===== src/rtl/dbell_pkg.sv =====
package dbell_pkg;
  localparam int DEST_W = 8;
  localparam int INFO_W = 16;
  localparam int PRIO_W = 2;
  localparam int TID_W  = 4;
  localparam logic [3:0] FTYPE_DOORBELL = 4'd10;

  typedef struct packed {
    logic [DEST_W-1:0] dest;
    logic [INFO_W-1:0] info;
    logic [PRIO_W-1:0] prio;
  } dbell_msg_t;

  typedef struct packed {
    logic              err;
    logic [DEST_W-1:0] dest;
    logic [INFO_W-1:0] info;
  } dbell_cpl_t;

  typedef enum logic [3:0] {
    REG_IRQ_EN   = 4'd0,
    REG_TX_CTRL  = 4'd1,
    REG_TX_DBELL = 4'd2,
    REG_TX_STAT  = 4'd3,
    REG_CPL_POP  = 4'd4,
    REG_CPL_STAT = 4'd5,
    REG_TX_SCTL  = 4'd6
  } reg_addr_e;
endpackage


===== src/rtl/dbell_fifo.sv =====
module dbell_fifo #(
  parameter int W     = 8,
  parameter int DEPTH = 8,
  localparam int AW   = (DEPTH > 1) ? $clog2(DEPTH) : 1,
  localparam int CW   = $clog2(DEPTH + 1)
) (
  input  logic          clk_i,
  input  logic          rst_ni,
  input  logic          push_i,
  input  logic [W-1:0]  din_i,
  input  logic          pop_i,
  output logic [W-1:0]  dout_o,
  output logic [CW-1:0] cnt_o,
  output logic          full_o,
  output logic          empty_o
);
  logic [W-1:0]  mem_q [DEPTH];
  logic [AW-1:0] wp_q, rp_q;
  logic [CW-1:0] cnt_q;
  logic          do_push, do_pop;

  assign empty_o = (cnt_q == '0);
  assign full_o  = (cnt_q == CW'(DEPTH));
  assign do_pop  = pop_i & ~empty_o;
  // a full queue still takes a push when it pops in the same cycle
  assign do_push = push_i & (~full_o | do_pop);
  assign dout_o  = mem_q[rp_q];
  assign cnt_o   = cnt_q;

  always_ff @(posedge clk_i) begin
    if (do_push) mem_q[wp_q] <= din_i;
  end

  always_ff @(posedge clk_i or negedge rst_ni) begin
    if (!rst_ni) begin
      wp_q  <= '0;
      rp_q  <= '0;
      cnt_q <= '0;
    end else begin
      if (do_push) wp_q <= (wp_q == AW'(DEPTH - 1)) ? '0 : wp_q + 1'b1;
      if (do_pop)  rp_q <= (rp_q == AW'(DEPTH - 1)) ? '0 : rp_q + 1'b1;
      cnt_q <= cnt_q + CW'(do_push) - CW'(do_pop);
    end
  end
endmodule


===== src/rtl/dbell_ack_table.sv =====
module dbell_ack_table
  import dbell_pkg::*;
#(
  parameter int TIDW   = TID_W,
  localparam int NSLOT = 1 << TIDW
) (
  input  logic            clk_i,
  input  logic            rst_ni,
  input  logic            alloc_i,
  input  logic [TIDW-1:0] alloc_tid_i,
  input  dbell_msg_t      alloc_msg_i,
  output logic            slot_busy_o,
  input  logic            rsp_valid_i,
  input  logic [TIDW-1:0] rsp_tid_i,
  output logic            hit_o,
  output dbell_msg_t      hit_msg_o
);
  logic [NSLOT-1:0] pend_q;
  dbell_msg_t       store_q [NSLOT];

  assign slot_busy_o = pend_q[alloc_tid_i];
  assign hit_o       = rsp_valid_i & pend_q[rsp_tid_i];
  assign hit_msg_o   = store_q[rsp_tid_i];

  for (genvar s = 0; s < NSLOT; s++) begin : g_slot
    always_ff @(posedge clk_i or negedge rst_ni) begin
      if (!rst_ni)                                    pend_q[s] <= 1'b0;
      else if (alloc_i && alloc_tid_i == TIDW'(s))    pend_q[s] <= 1'b1;
      else if (hit_o && rsp_tid_i == TIDW'(s))        pend_q[s] <= 1'b0;
    end
    always_ff @(posedge clk_i) begin
      if (alloc_i && alloc_tid_i == TIDW'(s)) store_q[s] <= alloc_msg_i;
    end
  end
endmodule


===== src/rtl/dbell_out_ctrl.sv =====
module dbell_out_ctrl
  import dbell_pkg::*;
#(
  parameter int STG_DEPTH = 8,
  parameter int TX_DEPTH  = 8,
  parameter int CPL_DEPTH = 8,
  localparam int QLIMIT   = STG_DEPTH + TX_DEPTH,
  localparam int FILL_W   = $clog2(QLIMIT + 1),
  localparam int SCW      = $clog2(STG_DEPTH + 1),
  localparam int TCW      = $clog2(TX_DEPTH + 1),
  localparam int CCW      = $clog2(CPL_DEPTH + 1)
) (
  input  logic              clk_i,
  input  logic              rst_ni,
  input  logic [3:0]        host_addr_i,
  input  logic              host_wr_i,
  input  logic              host_rd_i,
  input  logic [31:0]       host_wdata_i,
  output logic [31:0]       host_rdata_o,
  output logic              host_wait_o,
  output logic              host_irq_o,
  output logic              pkt_valid_o,
  input  logic              pkt_ready_i,
  output logic [3:0]        pkt_ftype_o,
  output logic [DEST_W-1:0] pkt_dest_o,
  output logic [INFO_W-1:0] pkt_info_o,
  output logic [PRIO_W-1:0] pkt_prio_o,
  output logic [TID_W-1:0]  pkt_tid_o,
  input  logic              rsp_valid_i,
  input  logic [TID_W-1:0]  rsp_tid_i,
  input  logic              rsp_err_i
);
  localparam int MW = $bits(dbell_msg_t);
  localparam int CW = $bits(dbell_cpl_t);

  logic              irq_en_q, cpl_en_q, irq_pend_q, unk_q, ovf_q, err_q;
  logic [PRIO_W-1:0] prio_q;
  logic [TID_W-1:0]  tid_q;

  logic              wr_ok, dbell_push, move, send, slot_busy, hit;
  logic              cpl_push, cpl_pop, w1c_irq, w1c_unk, w1c_ovf;
  logic [FILL_W-1:0] fill_w;
  logic [SCW-1:0]    stg_cnt;
  logic [TCW-1:0]    tx_cnt;
  logic [CCW-1:0]    cpl_cnt;
  logic              stg_full, stg_empty, tx_full, tx_empty, cpl_full, cpl_empty;
  logic [MW-1:0]     stg_dout, tx_dout;
  logic [CW-1:0]     cpl_dout_raw;
  dbell_msg_t        new_msg, tx_msg, hit_msg;
  dbell_cpl_t        cpl_din, cpl_dout;
  logic              unused_ok;

  // ---- host port ----
  assign fill_w      = FILL_W'(stg_cnt) + FILL_W'(tx_cnt);
  assign host_wait_o = host_wr_i && (host_addr_i == REG_TX_DBELL) && (fill_w == FILL_W'(QLIMIT));
  assign wr_ok       = host_wr_i & ~host_wait_o;
  assign dbell_push  = wr_ok && (host_addr_i == REG_TX_DBELL);
  assign cpl_pop     = host_rd_i && (host_addr_i == REG_CPL_POP);

  assign w1c_irq = wr_ok && (host_addr_i == REG_CPL_STAT) && host_wdata_i[0];
  assign w1c_unk = wr_ok && (host_addr_i == REG_CPL_STAT) && host_wdata_i[1];
  assign w1c_ovf = wr_ok && (host_addr_i == REG_CPL_STAT) && host_wdata_i[2];

  assign new_msg = '{dest: host_wdata_i[16 +: DEST_W], info: host_wdata_i[INFO_W-1:0], prio: prio_q};

  // ---- staging and transmit queues ----
  assign move = ~stg_empty & ~tx_full;

  dbell_fifo #(.W(MW), .DEPTH(STG_DEPTH)) u_stg (
    .clk_i, .rst_ni, .push_i(dbell_push), .din_i(new_msg), .pop_i(move),
    .dout_o(stg_dout), .cnt_o(stg_cnt), .full_o(stg_full), .empty_o(stg_empty));

  dbell_fifo #(.W(MW), .DEPTH(TX_DEPTH)) u_tx (
    .clk_i, .rst_ni, .push_i(move), .din_i(stg_dout), .pop_i(send),
    .dout_o(tx_dout), .cnt_o(tx_cnt), .full_o(tx_full), .empty_o(tx_empty));

  assign tx_msg      = dbell_msg_t'(tx_dout);
  assign pkt_valid_o = ~tx_empty & ~slot_busy;
  assign send        = pkt_valid_o & pkt_ready_i;
  assign pkt_ftype_o = FTYPE_DOORBELL;
  assign pkt_dest_o  = tx_msg.dest;
  assign pkt_info_o  = tx_msg.info;
  assign pkt_prio_o  = tx_msg.prio;
  assign pkt_tid_o   = tid_q;

  // ---- outstanding table ----
  dbell_ack_table #(.TIDW(TID_W)) u_ack (
    .clk_i, .rst_ni, .alloc_i(send), .alloc_tid_i(tid_q), .alloc_msg_i(tx_msg),
    .slot_busy_o(slot_busy), .rsp_valid_i, .rsp_tid_i, .hit_o(hit), .hit_msg_o(hit_msg));

  // ---- completion FIFO ----
  assign cpl_push = hit & cpl_en_q;
  assign cpl_din  = '{err: rsp_err_i, dest: hit_msg.dest, info: hit_msg.info};

  dbell_fifo #(.W(CW), .DEPTH(CPL_DEPTH)) u_cpl (
    .clk_i, .rst_ni, .push_i(cpl_push), .din_i(cpl_din), .pop_i(cpl_pop),
    .dout_o(cpl_dout_raw), .cnt_o(cpl_cnt), .full_o(cpl_full), .empty_o(cpl_empty));

  assign cpl_dout   = dbell_cpl_t'(cpl_dout_raw);
  assign host_irq_o = irq_pend_q;

  always_ff @(posedge clk_i or negedge rst_ni) begin
    if (!rst_ni) begin
      irq_en_q   <= 1'b0;
      cpl_en_q   <= 1'b0;
      prio_q     <= '0;
      tid_q      <= '0;
      irq_pend_q <= 1'b0;
      unk_q      <= 1'b0;
      ovf_q      <= 1'b0;
      err_q      <= 1'b0;
    end else begin
      if (wr_ok && host_addr_i == REG_IRQ_EN)  irq_en_q <= host_wdata_i[0];
      if (wr_ok && host_addr_i == REG_TX_SCTL) cpl_en_q <= host_wdata_i[0];
      if (wr_ok && host_addr_i == REG_TX_CTRL) prio_q   <= host_wdata_i[PRIO_W-1:0];
      if (send) tid_q <= tid_q + 1'b1;
      if (hit)  err_q <= rsp_err_i;
      // set beats simultaneous clear
      if (hit && irq_en_q)                         irq_pend_q <= 1'b1;
      else if (w1c_irq)                            irq_pend_q <= 1'b0;
      if (rsp_valid_i && !hit)                     unk_q <= 1'b1;
      else if (w1c_unk)                            unk_q <= 1'b0;
      if (cpl_push && cpl_full && !cpl_pop)        ovf_q <= 1'b1;
      else if (w1c_ovf)                            ovf_q <= 1'b0;
    end
  end

  always_comb begin
    host_rdata_o = '0;
    if (host_rd_i) begin
      case (host_addr_i)
        REG_IRQ_EN:   host_rdata_o = 32'(irq_en_q);
        REG_TX_CTRL:  host_rdata_o = 32'(prio_q);
        REG_TX_STAT:  host_rdata_o = 32'(fill_w);
        REG_CPL_POP:  host_rdata_o = cpl_empty ? '0 :
                        {1'b1, cpl_dout.err, 6'b0, cpl_dout.dest, cpl_dout.info};
        REG_CPL_STAT: host_rdata_o = 32'({err_q, 4'(cpl_cnt), 1'b0, ovf_q, unk_q, irq_pend_q});
        REG_TX_SCTL:  host_rdata_o = 32'(cpl_en_q);
        default:      host_rdata_o = '0;
      endcase
    end
  end

  assign unused_ok = ^{host_wdata_i[31:24], hit_msg.prio, stg_full};
endmodule


===== config.mk =====
export PLATFORM = sky130hd
export DESIGN_NAME = dbell_out_ctrl
export DESIGN_NICKNAME = d
export VERILOG_FILES = /design/src/rtl/dbell_pkg.sv /design/src/rtl/dbell_fifo.sv /design/src/rtl/dbell_ack_table.sv /design/src/rtl/dbell_out_ctrl.sv
export SDC_FILE = /design/constraint.sdc
export NUM_CORES = 1
export LEC_CHECK = 0
export BUFFER_PORTS_ARGS = -buffer_cell sky130_fd_sc_hd__buf_2
export CORE_MARGIN = 10
export CORE_UTILIZATION = 62
export CTS_CLUSTER_SIZE = 10
export DETAILED_ROUTE_END_ITERATION = 10
export PLACE_DENSITY = 0.79
export SLEW_MARGIN = 25
export SYNTH_ARGS = -nofsm -noshare
export SYNTH_HDL_FRONTEND = slang
export SYNTH_SLANG_ARGS = --single-unit
export TNS_END_PERCENT = 20

===== constraint.sdc =====
create_clock -name clk_i -period 5.6 [get_ports clk_i]
set_input_delay 0.56 -clock clk_i [delete_from_list [all_inputs] [get_ports clk_i]]
set_output_delay 0.56 -clock clk_i [all_outputs]
set_load 0.05 [all_outputs]

---- After elaboration in Yosys (flattened, before gate mapping) ----
Memory sizes are Yosys's and may differ from the RTL's.
Index checks and enable logic that the tools add are counted.
storage, ports and cells
  logic and storage cells ................. 345
  flip-flop bits (word level) ............. 58
  memories ................................ 4
  bits in writable memories ............... 1032
memories
  memory         depth  width  read ports  clocked after memory_dff  wr ports  line                   RTL
  u_ack.store_q  16     26     1           0                         1         dbell_ack_table.sv:19  dbell_msg_t store_q [NSLOT];
  u_stg.mem_q    8      26     1           0                         1         dbell_fifo.sv:17       logic [W-1:0] mem_q [DEPTH];
  u_tx.mem_q     8      26     1           0                         1         dbell_fifo.sv:17
  u_cpl.mem_q    8      25     1           0                         1         dbell_fifo.sv:17
operators by class
  equality and inequality tests ........... 46
  muxes and demuxes ....................... 134
  bitwise operators ....................... 23
  magnitude comparators ................... 2
  reductions and logical operators ........ 89
  add/sub/neg operators ................... 14
operators with widths
  cell                                                                   number
  26-bit two-way mux                                                     15
  26-bit OR reduction                                                    15
  32-bit one-hot mux with 6 select lines                                 1
  1-bit two-way mux                                                      93
  4-bit == test (second input constant)                                  19
  32-bit two-way mux                                                     2
  4-bit two-way mux                                                      15
  1-bit logical AND                                                      47
  4-bit by 3-bit == test with 1-bit output (second input constant)       11
  2-bit nonzero test                                                     19
  4-bit by 2-bit == test with 1-bit output (second input constant)       6
  4-bit logical NOT                                                      6
  3-bit by 1-bit adder with 3-bit output (second input constant)         6
  3-bit == test (second input constant)                                  6
  3-bit two-way mux                                                      6
  4-bit by 1-bit adder with 4-bit output                                 3
  1-bit AND                                                              12
  4-bit by 1-bit == test with 1-bit output (second input constant)       3
  4-bit by 1-bit subtractor with 4-bit output                            3
  4-bit by 5-bit < comparator with 1-bit output (second input constant)  2
  1-bit binary-select mux with 4-bit select                              2
  1-bit inverter                                                         8
  4-bit by 4-bit adder with 5-bit output                                 1
  5-bit == test (second input constant)                                  1
  3 further kinds                                                        6

---- Logic depth before layout (Yosys ltp) ----
  word-level depth ........................ 24
  gate-level depth with buffers ........... 12

---- Hierarchy ----
From an unflattened synthesis, not the netlist that was laid out.
unflattened totals
  cell total of the unflattened synthesis .. 1967
  area total of the unflattened synthesis .. 43571.8 um^2
by module, submodules not included
  module              area an instance (um^2)  cells each  times used  sequential area each (um^2)
  dbell_ack_table     16733.5                  748         1           12892.4
  dbell_fifo (u_stg)  8657.1                   364         1           6496.2
  dbell_fifo (u_tx)   8647.0                   363         1           6496.2
  dbell_fifo (u_cpl)  8348.0                   353         1           6256.0
  dbell_out_ctrl      1186.1                   139         1           300.3

---- Least setup slack after synthesis ----
OpenSTA, ideal clock, no wires.
  path kind ............................... input port to flip-flop
  start ................................... input host_addr_i[2]
  end ..................................... memory u_stg.mem_q[4][0] (netlist bit) (enable)
  setup time .............................. 475 ps
  stages .................................. 7
  arrival ................................. 4431 ps
  path buffers ............................ 2
  setup slack ............................. 694 ps
  path through ............................ buf_2 nor3b_1 nand3b_1 a31o_2 a21oi_1 clkbuf_1 nor4bb_1
on the way
  word-level cells in the longest chain between the ends .. 9
ends and longest elaborated chain
  what                                        line                                        RTL
  start: declaration                          dbell_out_ctrl.sv:15                        input logic [3:0] host_addr_i,
  4-bit by 2-bit == test with 1-bit output *  dbell_out_ctrl.sv:55, dbell_out_ctrl.sv:57
  1-bit logical AND (2 in a row)              dbell_out_ctrl.sv:55                        assign host_wait_o = host_wr_i && (host_addr_i == REG_TX_DBELL) && (fill_w == FILL_W'(QLIMIT));
  1-bit inverter                              dbell_out_ctrl.sv:56                        assign wr_ok = host_wr_i & ~host_wait_o;
  1-bit AND                                   dbell_out_ctrl.sv:56
  1-bit logical AND *                         dbell_out_ctrl.sv:57                        assign dbell_push = wr_ok && (host_addr_i == REG_TX_DBELL);
  1-bit AND *                                 dbell_fifo.sv:26                            assign do_push = push_i & (~full_o | do_pop);
  net u_stg.do_push                           dbell_fifo.sv:20                            logic do_push, do_pop;
  1-bit two-way mux *                         dbell_fifo.sv:31                            if (do_push) mem_q[wp_q] <= din_i;
  1-bit two-way mux (not written as such) *   dbell_fifo.sv:31
  end: declaration                            dbell_fifo.sv:17
The timed path passes the listed nets; every way through them passes the cells marked *.

---- Final worst setup path ----
  start ................................... register u_tx.rp_q[0]
  end ..................................... output pkt_info_o[13]
on the way
  word-level cells in the longest chain between the ends .. 1
ends and longest elaborated chain
  what                      line                  RTL
  start: declaration        dbell_fifo.sv:18      logic [AW-1:0] wp_q, rp_q;
  start signal: assignment  dbell_fifo.sv:41      if (do_pop) rp_q <= (rp_q == AW'(DEPTH - 1)) ? '0 : rp_q + 1'b1;
  memory 8 x 26 bit         n/a
  end: declaration          dbell_out_ctrl.sv:26  output logic [INFO_W-1:0] pkt_info_o,
Every way passes these cells.

==> results.toml <==
[run_status]
outcome = "complete, no violations"

[synthesis]
synth_top_family_by_area = "multiplexers"
ys_top_cells_by_area = "edfxtp_1 (72%), mux4_2 (15%), dfrtp_1 (3.5%)"
synth-main-ff-cell = "edfxtp_1"
syn_area_um2 = 41400
synth_edf_count = 1000
ys_seq_area_share_pct = 76.0
synth_cell_types = 55
synth_fa_ha_area_share_pct = 1.34
synth-simple-area-share_pct = 2.01
async_reset_ff_share_pct = 5.48
synth_warnings = 0
yosysTopAreaCell = "edfxtp_1"
synth_compound_area_share_pct = 1.12
synth-seq-cells = 1058
syn_avg_cell_area_um2 = 22.3
yosys-mux-area-fraction_pct = 17.9
synth_top_area_share_pct = 72.5
synthesis.instances = 1855
synthXorXnorAreaFrac_pct = 0.254

[global_route]
grt_pass1_wl_um = 137000
grt_usage_pct = 24.0
antenna_found_initial = 5
grt_pass1_vias = 20866
grt_overflow = 0
grt_max_degree = 78

[floorplan]
io_pins = 116
core_area_um2 = 66000
die_x_um = 279
initial_utilization_pct = 62.8
rows = 94
die_h_um = 279
die_area_um2 = 77600

[drt]
wl_per_cell_um = 31.4
postRouteAntennaNets = 0
drt-initial-drc-count = 2168
firstDrtPassIters = 6
viasPerCell = 6.77
vias = 19863
wl_um = 92300
drc = 0

[worst_hold_path]
hp-class = "input port to async pin"

[timing]
rsz0062_at_grt = "false"
finalCritPeriodShare_pct = 71.2
skew_ps = 30.0
report.final.slew_viol_count = 0
setup_viol = 0
tns_ps = 0
timing.hold.ws_ps = 55.1
tightest_slew_ps = 1050
max_slew_margin_pct = 30.3
finalHoldViolations = 0
timing.fmax_mhz = 251
period_minus_slack_ps = 3990

[place]
portBuffers = 97
hpwl_um = 47200
gp_congestion = 0.793

[final_layout]
final_common_cell = "edfxtp_1"
fin_util_pct = 70.2
post_route_cells_drive_above_1_share_pct = 32.6
syn2layout_area_growth_pct = 11.8
fin_nets = 2112
layout_common_cells = "edfxtp_1 (1000), mux4_2 (279), clkbuf_16 (118)"

[power_and_ir_drop]
combinationalPowerShare_pct = 27.1
ir_drop_mv = 0.365
power_density_nw_per_um2 = 558
intPower_uw = 17600
p_seq_share_pct = 47.0
p_clk_share_pct = 25.9
switching_share_pct = 32.1
switchingPower_uw = 8290
p_leak_uw = 0.0152

[clock_tree]
clock_tree.buffer_depth = 3
cts.htree.levels = 3
numCtsBuffers = 116
cts_hold_buf = 0
cts.repair.resized = 0
clock_latency_ps = 670
clkSlewWorstSetupHoldPaths_ps = 60
post_cts_buffers = 0
cts_root_buf = "clkbuf_16"
cts_tree = "done"
clkSinkCount = 1058

[setup_path]
slowest_delay_ps = 900
rr_endpoint = "u_stg.mem_q[7][7]"
reg2reg_from = "u_stg.cnt_o[0]"
ff2ff_path_depth = 6
arrival_ps = 3430
cpMaxStageDelayCell = "dfrtp_4"
worstPathRequired_ps = 5040
start_kind = "flop"
end_kind = "output pin"
crit_type = "flop to output pin"
crit_fanout = 38
r2r_setup_slack_ps = 2120
worstPathCellList = "buf_4 > mux4_2 > mux2_2 > buf_2"

[job]
cap_viol_max_count = 0
through the flow:
step | instances | setup slack [ps] | area [um^2] | power, uW
6_report | 2936 | 1610 | 46300 | 25800
5_1_grt | 2934 | 1420 | 46300 | 26800
4_1_cts | 2931 | 1540 | 46300 | 26000
3_5_place_dp | 2768 | 1830 | 43100 | 19100
3_3_place_gp | 2768 | 1920 | 43100 | 18700
2_1_floorplan | 1863 | 694 | 41500 | 16800
synthesized netlist by cell type, drive strengths merged (3+ instances only):
library cell	number
a21o	7
a21oi	8
a222oi	3
a22o	5
a22oi	5
and3	4
and4b	6
buf	49
clkbuf	50
dfrtp	58
edfxtp	1000
fa	4
ha	38
inv	34
mux2	81
mux2i	22
mux4	279
nand2	34
nand2b	10
nand3	4
nand3b	3
nand4	6
nor2	58
nor2b	4
nor3	7
nor3b	9
nor4bb	3
o21ai	21
o2bb2ai	4
o31ai	5
or3	3
xnor2	7
xor2	5
worst max-delay path: cells and delay by family (launching register included):
kind | cells | cell delay (ps)
multiplexers | 2 | 1030
buffers and inverters | 2 | 770
flip-flops | 1 | 900
layout make-up:
class | instances | area (um^2)
Antenna cell | 4 | 10.0
Clock buffer | 156 | 3100
Clock inverter | 7 | 136
Fill cell | 3615 | 19600
Inverter | 34 | 128
Multi-Input combinational cell | 672 | 9540
Sequential cell | 1058 | 31500
Tap cell | 864 | 1080
Timing Repair Buffer | 141 | 857
kinds of logic (layout without fill, tap and decap cells):
logic type	Yosys count	after routing
flip-flops	1058	1058
multiplexers	382	382
AND/OR/NAND/NOR	159	159
buffers and inverters	133	338
AO/OA/AOI/OAI	67	67
adder cells (fa/ha/maj)	42	42
XOR/XNOR	12	12
other	2	14
flip-flops by register name, summed over array words and instances, names as in the netlist, 4 cells and up:
register / count
pkt_tid_o: 4
u_ack.pend_q: 16
u_ack.store_q: 384
u_cpl.cnt_o: 4
u_cpl.mem_q: 200
u_stg.cnt_o: 4
u_stg.mem_q: 208
u_tx.cnt_o: 4
u_tx.mem_q: 208
power groups by stage:
stage | logic [uW] | registers, uW | clock network [uW]
floorplan | 5060 | 11700 | 0
global placement | 6550 | 12200 | 0
detailed placement | 6860 | 12300 | 0
CTS | 6990 | 12200 | 6780
global route | 7480 | 12300 | 7070
finish | 7000 | 12100 | 6700
routing by layer:
metal  track usage (%)  routed length (um)
met5                 0                  26
met4              8.64                2770
met3              6.22                8620
met2              39.2               46500
met1              31.2               34300
worst max path at each step:
stage / startpoint / end / slack [ps] / depth (start not counted)
floorplan: host_addr_i[2] / u_stg.mem_q[4][0] / 690 / 7
global placement: host_addr_i[0] / u_cpl.cnt_o[1] / 1920 / 11
detailed placement: rsp_tid_i[1] / u_cpl.mem_q[6][9] / 1830 / 6
CTS: u_tx.rp_q[0] / pkt_info_o[13] / 1540 / 4
global route: u_tx.rp_q[0] / pkt_info_o[13] / 1420 / 4
finish: u_tx.rp_q[0] / pkt_info_o[13] / 1610 / 4
(Power assumes the default switching activity.)
